===== src/rtl/mcard_clk_pkg.sv =====
package mcard_clk_pkg;
  localparam int DIV_W   = 8;
  localparam int PWS_W   = 3;
  localparam int BASE_W  = DIV_W + 2;
  localparam int RATIO_W = BASE_W + (2 ** PWS_W) - 1 + 1;

  localparam int POS_PWS   = 8;
  localparam int POS_RSTL  = 11;
  localparam int POS_WSTL  = 12;
  localparam int POS_BYTE  = 13;
  localparam int POS_PAD   = 14;
  localparam int POS_ODD   = 16;
  localparam logic [31:0] MODE_MASK = 32'h0001_7FFF;

  typedef struct packed {
    logic [DIV_W-1:0] div;
    logic             odd;
    logic [PWS_W-1:0] pws;
    logic             rd_stall_en;
    logic             wr_stall_en;
  } clk_cfg_t;

  function automatic clk_cfg_t unpack_mode(input logic [31:0] m);
    clk_cfg_t c;
    c.div         = m[DIV_W-1:0];
    c.odd         = m[POS_ODD];
    c.pws         = m[POS_PWS +: PWS_W];
    c.rd_stall_en = m[POS_RSTL];
    c.wr_stall_en = m[POS_WSTL];
    return c;
  endfunction

  function automatic logic [RATIO_W-1:0] base_ratio(input logic [DIV_W-1:0] d,
                                                    input logic o);
    logic [BASE_W-1:0] b;
    b = {1'b0, d, o} + BASE_W'(2);
    return RATIO_W'(b);
  endfunction

  function automatic logic [RATIO_W-1:0] ps_ratio(input logic [RATIO_W-1:0] n,
                                                  input logic [PWS_W-1:0] e);
    logic [RATIO_W-1:0] f;
    f = (RATIO_W'(1) << e) + RATIO_W'(1);
    return RATIO_W'(n * f);
  endfunction
endpackage


===== src/rtl/mcard_mode_reg.sv =====
module mcard_mode_reg
  import mcard_clk_pkg::*;
(
  input  logic        clk,
  input  logic        rst_n,
  input  logic        wr,
  input  logic [31:0] wdata,
  input  logic        protect,
  output logic [31:0] mode
);
  logic wr_ok;
  assign wr_ok = wr & ~protect;

  always_ff @(posedge clk or negedge rst_n) begin
    if (!rst_n) mode <= '0;
    else if (wr_ok) mode <= wdata & MODE_MASK;
  end
endmodule


===== src/rtl/mcard_ratio_sel.sv =====
module mcard_ratio_sel
  import mcard_clk_pkg::*;
(
  input  logic               clk,
  input  logic               rst_n,
  input  clk_cfg_t           cfg,
  input  logic               ps_req,
  input  logic               xfer_rd,
  input  logic               xfer_wr,
  input  logic               fifo_full,
  input  logic               fifo_empty,
  output logic [RATIO_W-1:0] ratio,
  output logic               stall,
  output logic               ps_bad
);
  logic               ps_ok;
  logic [RATIO_W-1:0] n_base;

  assign ps_ok  = ps_req & (cfg.pws != '0);
  assign n_base = base_ratio(cfg.div, cfg.odd);
  assign ratio  = ps_ok ? ps_ratio(n_base, cfg.pws) : n_base;
  assign stall  = (cfg.rd_stall_en & xfer_rd & fifo_full) |
                  (cfg.wr_stall_en & xfer_wr & fifo_empty);

  always_ff @(posedge clk or negedge rst_n) begin
    if (!rst_n) ps_bad <= 1'b0;
    else        ps_bad <= ps_req & (cfg.pws == '0);
  end
endmodule


===== src/rtl/mcard_phase_gen.sv =====
module mcard_phase_gen
  import mcard_clk_pkg::*;
(
  input  logic               clk,
  input  logic               rst_n,
  input  logic [RATIO_W-1:0] nxt_ratio,
  input  logic               stall,
  output logic               cclk,
  output logic               rise,
  output logic               held,
  output logic               low_end
);
  logic [RATIO_W-1:0] cnt;
  logic [RATIO_W-1:0] cur_n;
  logic [RATIO_W-1:0] cur_hi;
  logic [RATIO_W-1:0] cnt_inc;

  assign low_end = (cnt == cur_n - RATIO_W'(1));
  assign cnt_inc = cnt + RATIO_W'(1);

  always_ff @(posedge clk or negedge rst_n) begin
    if (!rst_n) begin
      cnt    <= '0;
      cur_n  <= RATIO_W'(2);
      cur_hi <= RATIO_W'(1);
      cclk   <= 1'b0;
      rise   <= 1'b0;
      held   <= 1'b0;
    end else begin
      rise <= 1'b0;
      if (low_end) begin
        if (stall) begin
          held <= 1'b1;
        end else begin
          held   <= 1'b0;
          cnt    <= '0;
          cur_n  <= nxt_ratio;
          cur_hi <= nxt_ratio >> 1;
          cclk   <= 1'b1;
          rise   <= 1'b1;
        end
      end else begin
        cnt <= cnt_inc;
        if (cnt_inc == cur_hi) cclk <= 1'b0;
      end
    end
  end
endmodule


===== src/rtl/mcard_clkgen.sv =====
module mcard_clkgen
  import mcard_clk_pkg::*;
(
  input  logic        clk,
  input  logic        rst_n,
  input  logic        cfg_wr,
  input  logic [31:0] cfg_wdata,
  input  logic        wp_en,
  input  logic        ps_req,
  input  logic        xfer_rd,
  input  logic        xfer_wr,
  input  logic        fifo_full,
  input  logic        fifo_empty,
  output logic [31:0] mode_q,
  output logic        cclk,
  output logic        cclk_en,
  output logic        rise_stb,
  output logic        cfg_err
);
  clk_cfg_t           cfg;
  logic [RATIO_W-1:0] ratio_w;
  logic               stall_w;
  logic               held_w;
  logic               low_end_w;

  assign cfg     = unpack_mode(mode_q);
  assign cclk_en = ~held_w;

  mcard_mode_reg u_mode (
    .clk(clk), .rst_n(rst_n), .wr(cfg_wr), .wdata(cfg_wdata),
    .protect(wp_en), .mode(mode_q)
  );

  mcard_ratio_sel u_ratio (
    .clk(clk), .rst_n(rst_n), .cfg(cfg), .ps_req(ps_req),
    .xfer_rd(xfer_rd), .xfer_wr(xfer_wr), .fifo_full(fifo_full),
    .fifo_empty(fifo_empty), .ratio(ratio_w), .stall(stall_w), .ps_bad(cfg_err)
  );

  mcard_phase_gen u_phase (
    .clk(clk), .rst_n(rst_n), .nxt_ratio(ratio_w), .stall(stall_w),
    .cclk(cclk), .rise(rise_stb), .held(held_w), .low_end(low_end_w)
  );
endmodule


===== config.mk =====
export PLATFORM = sky130hd
export DESIGN_NAME = mcard_clkgen
export DESIGN_NICKNAME = d
export VERILOG_FILES = /design/src/rtl/mcard_clk_pkg.sv /design/src/rtl/mcard_mode_reg.sv /design/src/rtl/mcard_ratio_sel.sv /design/src/rtl/mcard_phase_gen.sv /design/src/rtl/mcard_clkgen.sv
export SDC_FILE = /design/constraint.sdc
export NUM_CORES = 1
export LEC_CHECK = 0
export BUFFER_PORTS_ARGS = -buffer_cell sky130_fd_sc_hd__buf_2
export CAP_MARGIN = 20
export CORE_ASPECT_RATIO = 0.7
export CORE_MARGIN = 5
export CORE_UTILIZATION = 30
export CTS_CLUSTER_SIZE = 24
export DETAILED_ROUTE_END_ITERATION = 10
export PLACE_DENSITY = 0.58
export SYNTH_ARGS = -nofsm -noshare
export SYNTH_HDL_FRONTEND = slang
export SYNTH_SLANG_ARGS = --single-unit

===== constraint.sdc =====
create_clock -name clk -period 7.41 [get_ports clk]
set_input_delay 1.1115 -clock clk [delete_from_list [all_inputs] [get_ports clk]]
set_output_delay 1.1115 -clock clk [all_outputs]
set_load 0.1 [all_outputs]

Word level (Yosys, flattened, before mapping)
Index checks and enable logic that the tools add are counted.
W data, S select, Z words.
- bits in registers: 73
- input bits: 41
- output and inout bits: 36
- word-level logic and storage cells: 42
- add/sub/neg operators: 4
- $mul: 1
- eq/ne operators: 3
- shift-type cells: 1
- multiplexer cells: 9
- bitwise operators: 11
- reductions and logical operators: 5
- operators by type and width (kind ; count):
    $mux W18 ; 3
    $add A18 B1 Y18 const B ; 1
    $add A18 B2 Y18 const B ; 1
    $eq A18 B17 Y1 ; 1
    $eq A18 B18 Y1 ; 1
    $mul A10 B18 Y18 ; 1
    $shl A1 B3 Y18 const A ; 1
    $sub A18 B1 Y18 const B ; 1
    $add A9 B2 Y10 const B ; 1
    $and A1 B1 Y1 ; 7
    $mux W1 ; 6
    $reduce_and A2 Y1 ; 2
    $logic_not A3 Y1 ; 1
    $not A1 Y1 ; 3
    $reduce_bool A3 Y1 ; 1
    $ne A2 B2 Y1 const B ; 1
    $reduce_bool A2 Y1 ; 1
    $or A1 B1 Y1 ; 1

Depth between registers and ports, before layout
Gate-level depths: netlist of run 1.
- depth after elaboration: 5
- depth in mapped cells: 23
- gate-level depth less buffers: 22

Cells and area by module
Synthesis of run 1 repeated with hierarchy kept, for this count alone.
- cells, all modules: 799
- area total of the unflattened synthesis: 7108.1 µm²
- modules (own cells, without submodules) (module ; times used ; cells each ; area each (µm²) ; seq. area each (µm²)):
    mcard_ratio_sel ; 1 ; 408 ; 3310.7 ; 25.0
    mcard_phase_gen ; 1 ; 338 ; 3006.6 ; 977.2
    mcard_mode_reg ; 1 ; 52 ; 787.0 ; 400.4
    mcard_clkgen ; 1 ; 1 ; 3.8 ; 0.0

Worst setup path after synthesis of run 1
OpenSTA, ideal clock, no wires.
- path type: flip-flop to flip-flop
- start: register u_mode.mode[9]
- end: register u_phase.cur_n[17]
- library setup time: 0.125 ns
- data arrival time: 6.572 ns
- required time: 7.285 ns
- path slack: 0.713 ns
- stages on the path, launching flop included: 24
- buffers on the path: 1
- clock period less this slack: 6.697 ns
- path through: dfrtp_1 -> or3_1 -> clkbuf_1 -> clkinv_1 -> ha_1 -> xor2_1 -> nor2_1 -> fa_1 -> fa_1 -> inv_1 -> fa_1 -> inv_1 -> fa_1 -> inv_1 -> fa_1 -> inv_1 -> ha_1 -> o21ai_0 -> nor3_1 -> a21oi_1 -> a211oi_1 -> a41oi_1 -> a211o_1 -> mux2_2
- cells in the longest elaborated chain, start to end: 4
- elaborated cells on any way between the ends: 6
- those cells by class: 1 x add/sub; 1 x mul; 1 x shift; 1 x mux; 1 x bitwise; 1 x reduce/logical
- ends and longest elaborated chain (what ; RTL line ; source):
    start, declared ; mcard_mode_reg.sv:9 ; output logic [31:0] mode
    start signal, assigned ; mcard_mode_reg.sv:16 ; else if (wr_ok) mode <= wdata & MODE_MASK;
    $shl A1 B3 Y18 ; mcard_clk_pkg.sv:43 ; f = (RATIO_W'(1) << e) + RATIO_W'(1);
    $add A18 B2 Y18 ; mcard_clk_pkg.sv:43 ;
    $mul A10 B18 Y18 ; mcard_clk_pkg.sv:44 ; return RATIO_W'(n * f);
    $mux W18 (*) ; mcard_ratio_sel.sv:21 ; assign ratio = ps_ok ? ps_ratio(n_base, cfg.pws) : n_base;
    end signal, assigned ; mcard_phase_gen.sv:37 ; cur_n <= nxt_ratio;
    end, declared ; mcard_phase_gen.sv:14 ; logic [RATIO_W-1:0] cur_n;
Mark *: on every way between the ends. The rest lies on a longest branch, timed or not.
A chain may end at the register's enable or synchronous reset.

Worst setup path after layout of run 1
Same ends and word-level chain as after synthesis.

==> impl_metrics.ini, run 1 <==
[global_route]
grt_max_degree = 57
grt-ovfl-total = 0
grt_pass1_wl_mm = 32.1
antenna_found_initial = 0
track_usage_pct = 14.2
first_global_vias = 5901

[die]
initial_core_util_pct = 30.8
die_h_um = 141
design.core.area_mm2 = 0.0239
dieArea_mm2 = 0.0278
die_x_um = 197
fp-row-count = 47
pin_count = 77

[setup_path]
critPathMaxFanout = 15
cp.buffers_inverters = 6
setup.worst_path.class = reg -> reg
end_kind = flip-flop
rrSetupSlack_ns = 0.88
cpLargestDelayFamily = adder cells
reg2reg_depth = 23
critPathMaxStageDelay_ns = 0.56
rr_endpoint = u_phase.cur_n[17]
worst_ep_required_time_ns = 7.61
worstPathArrival_ns = 6.72
start_kind = flip-flop
path_cells = or3_1, clkinv_1, ha_1, xor2_1, nor2_1, fa_1, fa_1, inv_1, fa_1, inv_1, fa_1, inv_1, fa_1, inv_1, ha_1, o21ai_0, nor3_1, a21oi_1, a211oi_1, buf_4, a41oi_1, a211o_1, mux2_2
cp_slowest_cell = fa_1
path_common_cell = fa_1
timing.rr.start = u_mode.mode[9]

[hold_path]
hold_end = u_mode.mode[14]
hold_path_depth = 1
min_from = u_mode.mode[14]
hp-class = reg -> reg

[timing]
rsz0062_at_grt = no
finalSetupViolations = 0
slew_headroom_pct = 29.3
finalCritPeriodShare_pct = 88.1
finalClockSkew_ns = 0.00761
period_minus_slack_ns = 6.53
fmax_mhz = 153
hold_ws_ns = 0.522
maxSlewViolCount = 0
worst_slew_pin_slew_ns = 1.03
tns_ns = 0
hold_viol_final = 0

[detailed_routing]
drt_iter0_markers = 532
vias_per_cell = 5.19
wl_per_cell_um = 16.4
vias = 6124
postRouteAntennaNets = 0
drc = 0
first_pass_iters = 5
drt_wl_total_mm = 19.3

[synth]
ys_ff_latch = 56
synth.top_cells.by_count = 76 x nor2_1, 65 x inv_1, 55 x dfrtp_1, 55 x ha_1, 53 x fa_1
synth.most_common_cell = nor2_1
synth_area_mm2 = 0.00735
synth-async-reset-ratio_pct = 100
synth-edff-count = 0
synth_area_per_cell_um2 = 8.68
synth_top_cell_by_area = dfrtp_1
yosysTopAreaCellShare_pct = 18.7
yosysWarningCount = 0
synth_cells = 847
synthFlopType = dfrtp_1
ys_seq_area_share_pct = 19.1
synth_cell_types = 69
synth_area_leaders = dfrtp_1 19%, fa_1 14%, ha_1 9.4%

[power_and_ir_drop]
p_total_mw = 2.72
peakVddDrop_mv = 0.173
combPwrFrac_pct = 67.4
p_leak_nw = 3.57
swShare_pct = 52.7
clkPwrFrac_pct = 10.9
p_switching_mw = 1.43
power.internal_mw = 1.28
power_frac_seq_pct = 21.7
power-per-cell-area_mw_per_mm2 = 342

[placed_design]
gp_congestion = 0.840
dp_hpwl_mm = 14.9
port_buffers = 44
dp.cells = 1171

[clock_network]
cts_hold_buf = 0
clockBufferDepth = 2
root_buffer = clkbuf_16
cts_sinks = 56
cts_buffers = 5
clkLatencyLatePin_ns = 0.31
clk_pin_slew_ns = 0.08
cts_resized = 0
cts_tree = done
htreeDepth = 2
post_cts.repair.setup_buffers = 0

[layout]
finish.net_count = 1010
syn_to_final_growth_pct = 8.15
postLayoutCoreUtil_pct = 33.3
fillers = 2541
n_antenna_cell = 0
fin_cells = 1180
drive_gt1_share_pct = 12.6

[status]
status = finished clean

[job]
drv_cap = 0
==> cells in the final DEF, fill, tap and decap left out, drive strengths merged, types with 7 or more instances in the layout <==
master and count:
xor2 24, nand3 24, and2 11, nand2 51, nand2b 14, mux2 25
conb 25, or2 7, a211oi 8, xnor2 40, and3 17, nor4 8
o31ai 14, a311oi 11, nand4 11, or3 8, fa 53, mux2i 10
a41oi 13, nor3 21, nor2 77, nor2b 12, ha 55, o21ai 39
a21oi 18, dfrtp 55, or4 7, buf 57, inv 65
==> power by group through the flow <==
stage | combinational [mW] | sequential [mW] | clock, mW
after floorplan | 1.47 | 0.560 | 0
after global placement | 1.79 | 0.590 | 0
after detailed placement | 1.81 | 0.592 | 0
after CTS | 1.82 | 0.587 | 0.306
after global routing | 2.10 | 0.612 | 0.312
final | 1.83 | 0.590 | 0.296
==> cell type report <==
cell class | count | area, µm² | share of cell area [%]
multi-input cells | 675 | 5410 | 68.0
flip-flops and latches | 56 | 1400 | 17.6
well taps | 318 | 398 | 5.00
repair buffers | 57 | 322 | 4.04
inverters | 66 | 248 | 3.12
clock buffers | 5 | 125 | 1.57
clock inverters | 3 | 47.5 | 0.598
==> worst max-delay path by stage <==
stage / startpoint / endpoint / slack [ns] / depth (start not counted)
3_3_place_gp: u_mode.mode[9] / u_phase.cur_n[17] / 1.02 / 23
5_1_grt: u_mode.mode[9] / u_phase.cur_n[17] / 0.44 / 23
3_5_place_dp: u_mode.mode[0] / u_phase.cur_n[17] / 0.96 / 21
4_1_cts: u_mode.mode[0] / u_phase.cur_n[17] / 0.92 / 21
6_report: u_mode.mode[9] / u_phase.cur_n[17] / 0.88 / 23
2_1_floorplan: u_mode.mode[9] / u_phase.cur_n[17] / 0.71 / 23
==> per-layer routing <==
metal | wire (µm) | track usage [%]
met3 | 1150 | 3.03
met2 | 7570 | 19.6
met5 | 0 | 0
met1 | 10400 | 22.8
met4 | 170 | 2.26
==> sequential cells by signal, summed over array words and instances, names as in the netlist <==
name            cells
u_mode.mode        16
u_phase.cclk        1
u_phase.cnt        18
u_phase.cur_n      18
u_phase.held        1
u_phase.rise        1
u_ratio.ps_bad      1
==> metrics by stage <==
stage               setup slack [ns]  area [µm²]
global placement                1.02        7770
global route                   0.440        7950
detailed placement             0.964        7770
floorplan                      0.713        7440
finish                         0.884        7950
CTS                            0.921        7940
==> cells by family after synthesis <==
group                      Yosys count  synth area share, %
AOI/OAI and AO/OA                  149                 14.1
other                                2                0.102
buffers and inverters              139                 8.56
adders and majority gates          108                 23.8
xor gates and xnor gates            64                 7.63
and+or+nand+nor                    294                 21.5
DFF                                 56                 19.1
muxes                               35                 5.19
No activity file was read; power rests on OpenSTA's default activity.
==> inputs of run 2 (changes only) <==
--- a/config.mk
+++ b/config.mk
@@ -7,12 +7,14 @@
 export LEC_CHECK = 0
 export BUFFER_PORTS_ARGS = -buffer_cell sky130_fd_sc_hd__buf_2
 export CAP_MARGIN = 20
+export CELL_PAD_IN_SITES_DETAIL_PLACEMENT = 1
+export CELL_PAD_IN_SITES_GLOBAL_PLACEMENT = 1
 export CORE_ASPECT_RATIO = 0.7
 export CORE_MARGIN = 5
 export CORE_UTILIZATION = 30
 export CTS_CLUSTER_SIZE = 24
 export DETAILED_ROUTE_END_ITERATION = 10
-export PLACE_DENSITY = 0.58
+export PLACE_DENSITY = 0.69
 export SYNTH_ARGS = -nofsm -noshare
 export SYNTH_HDL_FRONTEND = slang
 export SYNTH_SLANG_ARGS = --single-unit
==> impl_metrics.ini, run 2 (synthesis results as in run 1) <==
[layout]
drive_gt1_share_pct = 12.6
syn_to_final_growth_pct = 8.24
n_antenna_cell = 0
fillers = 2889
most-common-layout-cells = 76 x nor2_1, 65 x inv_1, 55 x ha_1, 55 x dfrtp_1, 53 x fa_1
final_area_mm2 = 0.00796
reg_top3 = u_phase.cnt x18, u_phase.cur_n x18, u_mode.mode x16
finish.net_count = 1010
final_common_cell = nor2_1

[timing]
hold_viol_final = 0
period_minus_slack_ns = 6.53
worst_slew_pin_slew_ns = 1.03
rsz0062_at_grt = no
fin_ws_ns = 0.882
maxSlewViolCount = 0
slew_headroom_pct = 29.6
finalClockSkew_ns = 0.00948
fmax_mhz = 153
finalCritPeriodShare_pct = 88.1
finalSetupViolations = 0
tns_ns = 0

[detailed_routing]
vias = 6218
vias_per_cell = 5.27
first_pass_iters = 5
wl_per_cell_um = 17.8
drt_wl_total_mm = 21.0
postRouteAntennaNets = 0
drt_iter0_markers = 435
drc = 0

[power_and_ir_drop]
p_total_mw = 2.76
peakVddDrop_mv = 0.141
power-per-cell-area_mw_per_mm2 = 347
p_leak_nw = 3.58

[global_route]
track_usage_pct = 15.4
first_global_vias = 6271
grt-ovfl-total = 0
antenna_found_initial = 1
grt_pass1_wl_mm = 34.6
grt_max_degree = 57

[clock_network]
cts_buffers = 5
clkLatencyLatePin_ns = 0.31
cts_hold_buf = 0
cts_tree = done
post_cts.repair.setup_buffers = 0
cts_resized = 0
root_buffer = clkbuf_16
clk_pin_slew_ns = 0.08
htreeDepth = 2
cts_sinks = 56
clockBufferDepth = 2

[status]
status = finished clean

[setup_path]
cp_slowest_cell = dfrtp_1
path_common_cell = fa_1
critPathMaxFanout = 15
critPathMaxStageDelay_ns = 0.78
start_kind = flip-flop
path_cells = nand3_1, xor2_1, nor2b_1, fa_1, fa_1, inv_1, fa_1, inv_1, fa_1, inv_1, fa_1, inv_1, ha_1, o21ai_0, nor3_1, a21oi_1, a211oi_1, buf_4, a41oi_1, a211o_1, mux2_2
end_kind = flip-flop
worstPathArrival_ns = 6.73
worst_ep_required_time_ns = 7.61
setup.worst_path.class = reg -> reg

[placed_design]
dp_hpwl_mm = 16.6
pre_cts_ws_ns = 0.942
gp_congestion = 0.883
port_buffers = 44
placed_area_mm2 = 0.00777

[hold_path]
hp-class = reg -> reg

[die]
initial_core_util_pct = 30.8
design.core.area_mm2 = 0.0239
die_x_um = 197
fp-row-count = 47
pin_count = 77
dieArea_mm2 = 0.0278
die_h_um = 141

[job]
drv_cap = 0
==> run 2: worst paths after layout <==
kind / start / endpoint / slack, ns / cells after the start
worst max-delay path: u_mode.mode[0] / u_phase.cur_n[17] / 0.88 / 21
worst min-delay path: u_mode.mode[14] / u_mode.mode[14] / 0.52 / 1
worst max register to register: u_mode.mode[0] / u_phase.cur_n[17] / 0.88 / 21
worst min register to register: u_mode.mode[14] / u_mode.mode[14] / 0.52 / 1
max in group asynchronous: rst_n / u_phase.cur_n[3] / 5.94 / 2
min in group asynchronous: rst_n / u_phase.held / 0.95 / 2
==> run 2: worst max-delay path, delay by kind of cell, from the launching register on <==
family                     cells  cell delay (ns)
xor gates and xnor gates       1             0.67
adders and majority gates      6             2.88
AOI/OAI and AO/OA              5             0.86
buffers and inverters          5             0.37
and+or+nand+nor                3             0.61
muxes                          1             0.26
DFF                            1             0.78
==> run 2: layer usage <==
metal	global-route usage (%)	wire length [µm]	part of all wire [%]	vias up
li1	-	-	-	2949
met1	25.0	11200	53	3119
met2	21.5	8440	40	138
met3	2.98	1220	5.8	12
met4	1.79	136	0.65	0
met5	0	0	0	-
==> run 2: layout make-up <==
type	instances	area, µm²	share of cell area (%)
Clock buffer	7	153	1.92
Clock inverter	1	30.0	0.377
Inverter	66	248	3.11
Multi-Input combinational cell	675	5410	68.0
Sequential cell	56	1400	17.6
Tap cell	318	398	5.00
Timing Repair Buffer	57	318	3.99
==> run 2: per-stage QoR <==
| stage | utilization (%) | cells | hold slack, ns |
|---|---|---|---|
| finish | 33.3 | 1180 | 0.520 |
| global route | 33.3 | 1180 | 0.551 |
| CTS | 33.3 | 1179 | 0.530 |
| detailed placement | 32.5 | 1171 | 0.504 |
| global placement | 32.5 | 1171 | 0.486 |
| floorplan | - | 870 | 0.503 |
==> run 2: power by group <==
part           internal [mW]  switching, mW
sequential             0.388          0.203
combinational          0.739           1.12
clock                  0.179          0.130
total                   1.31           1.45
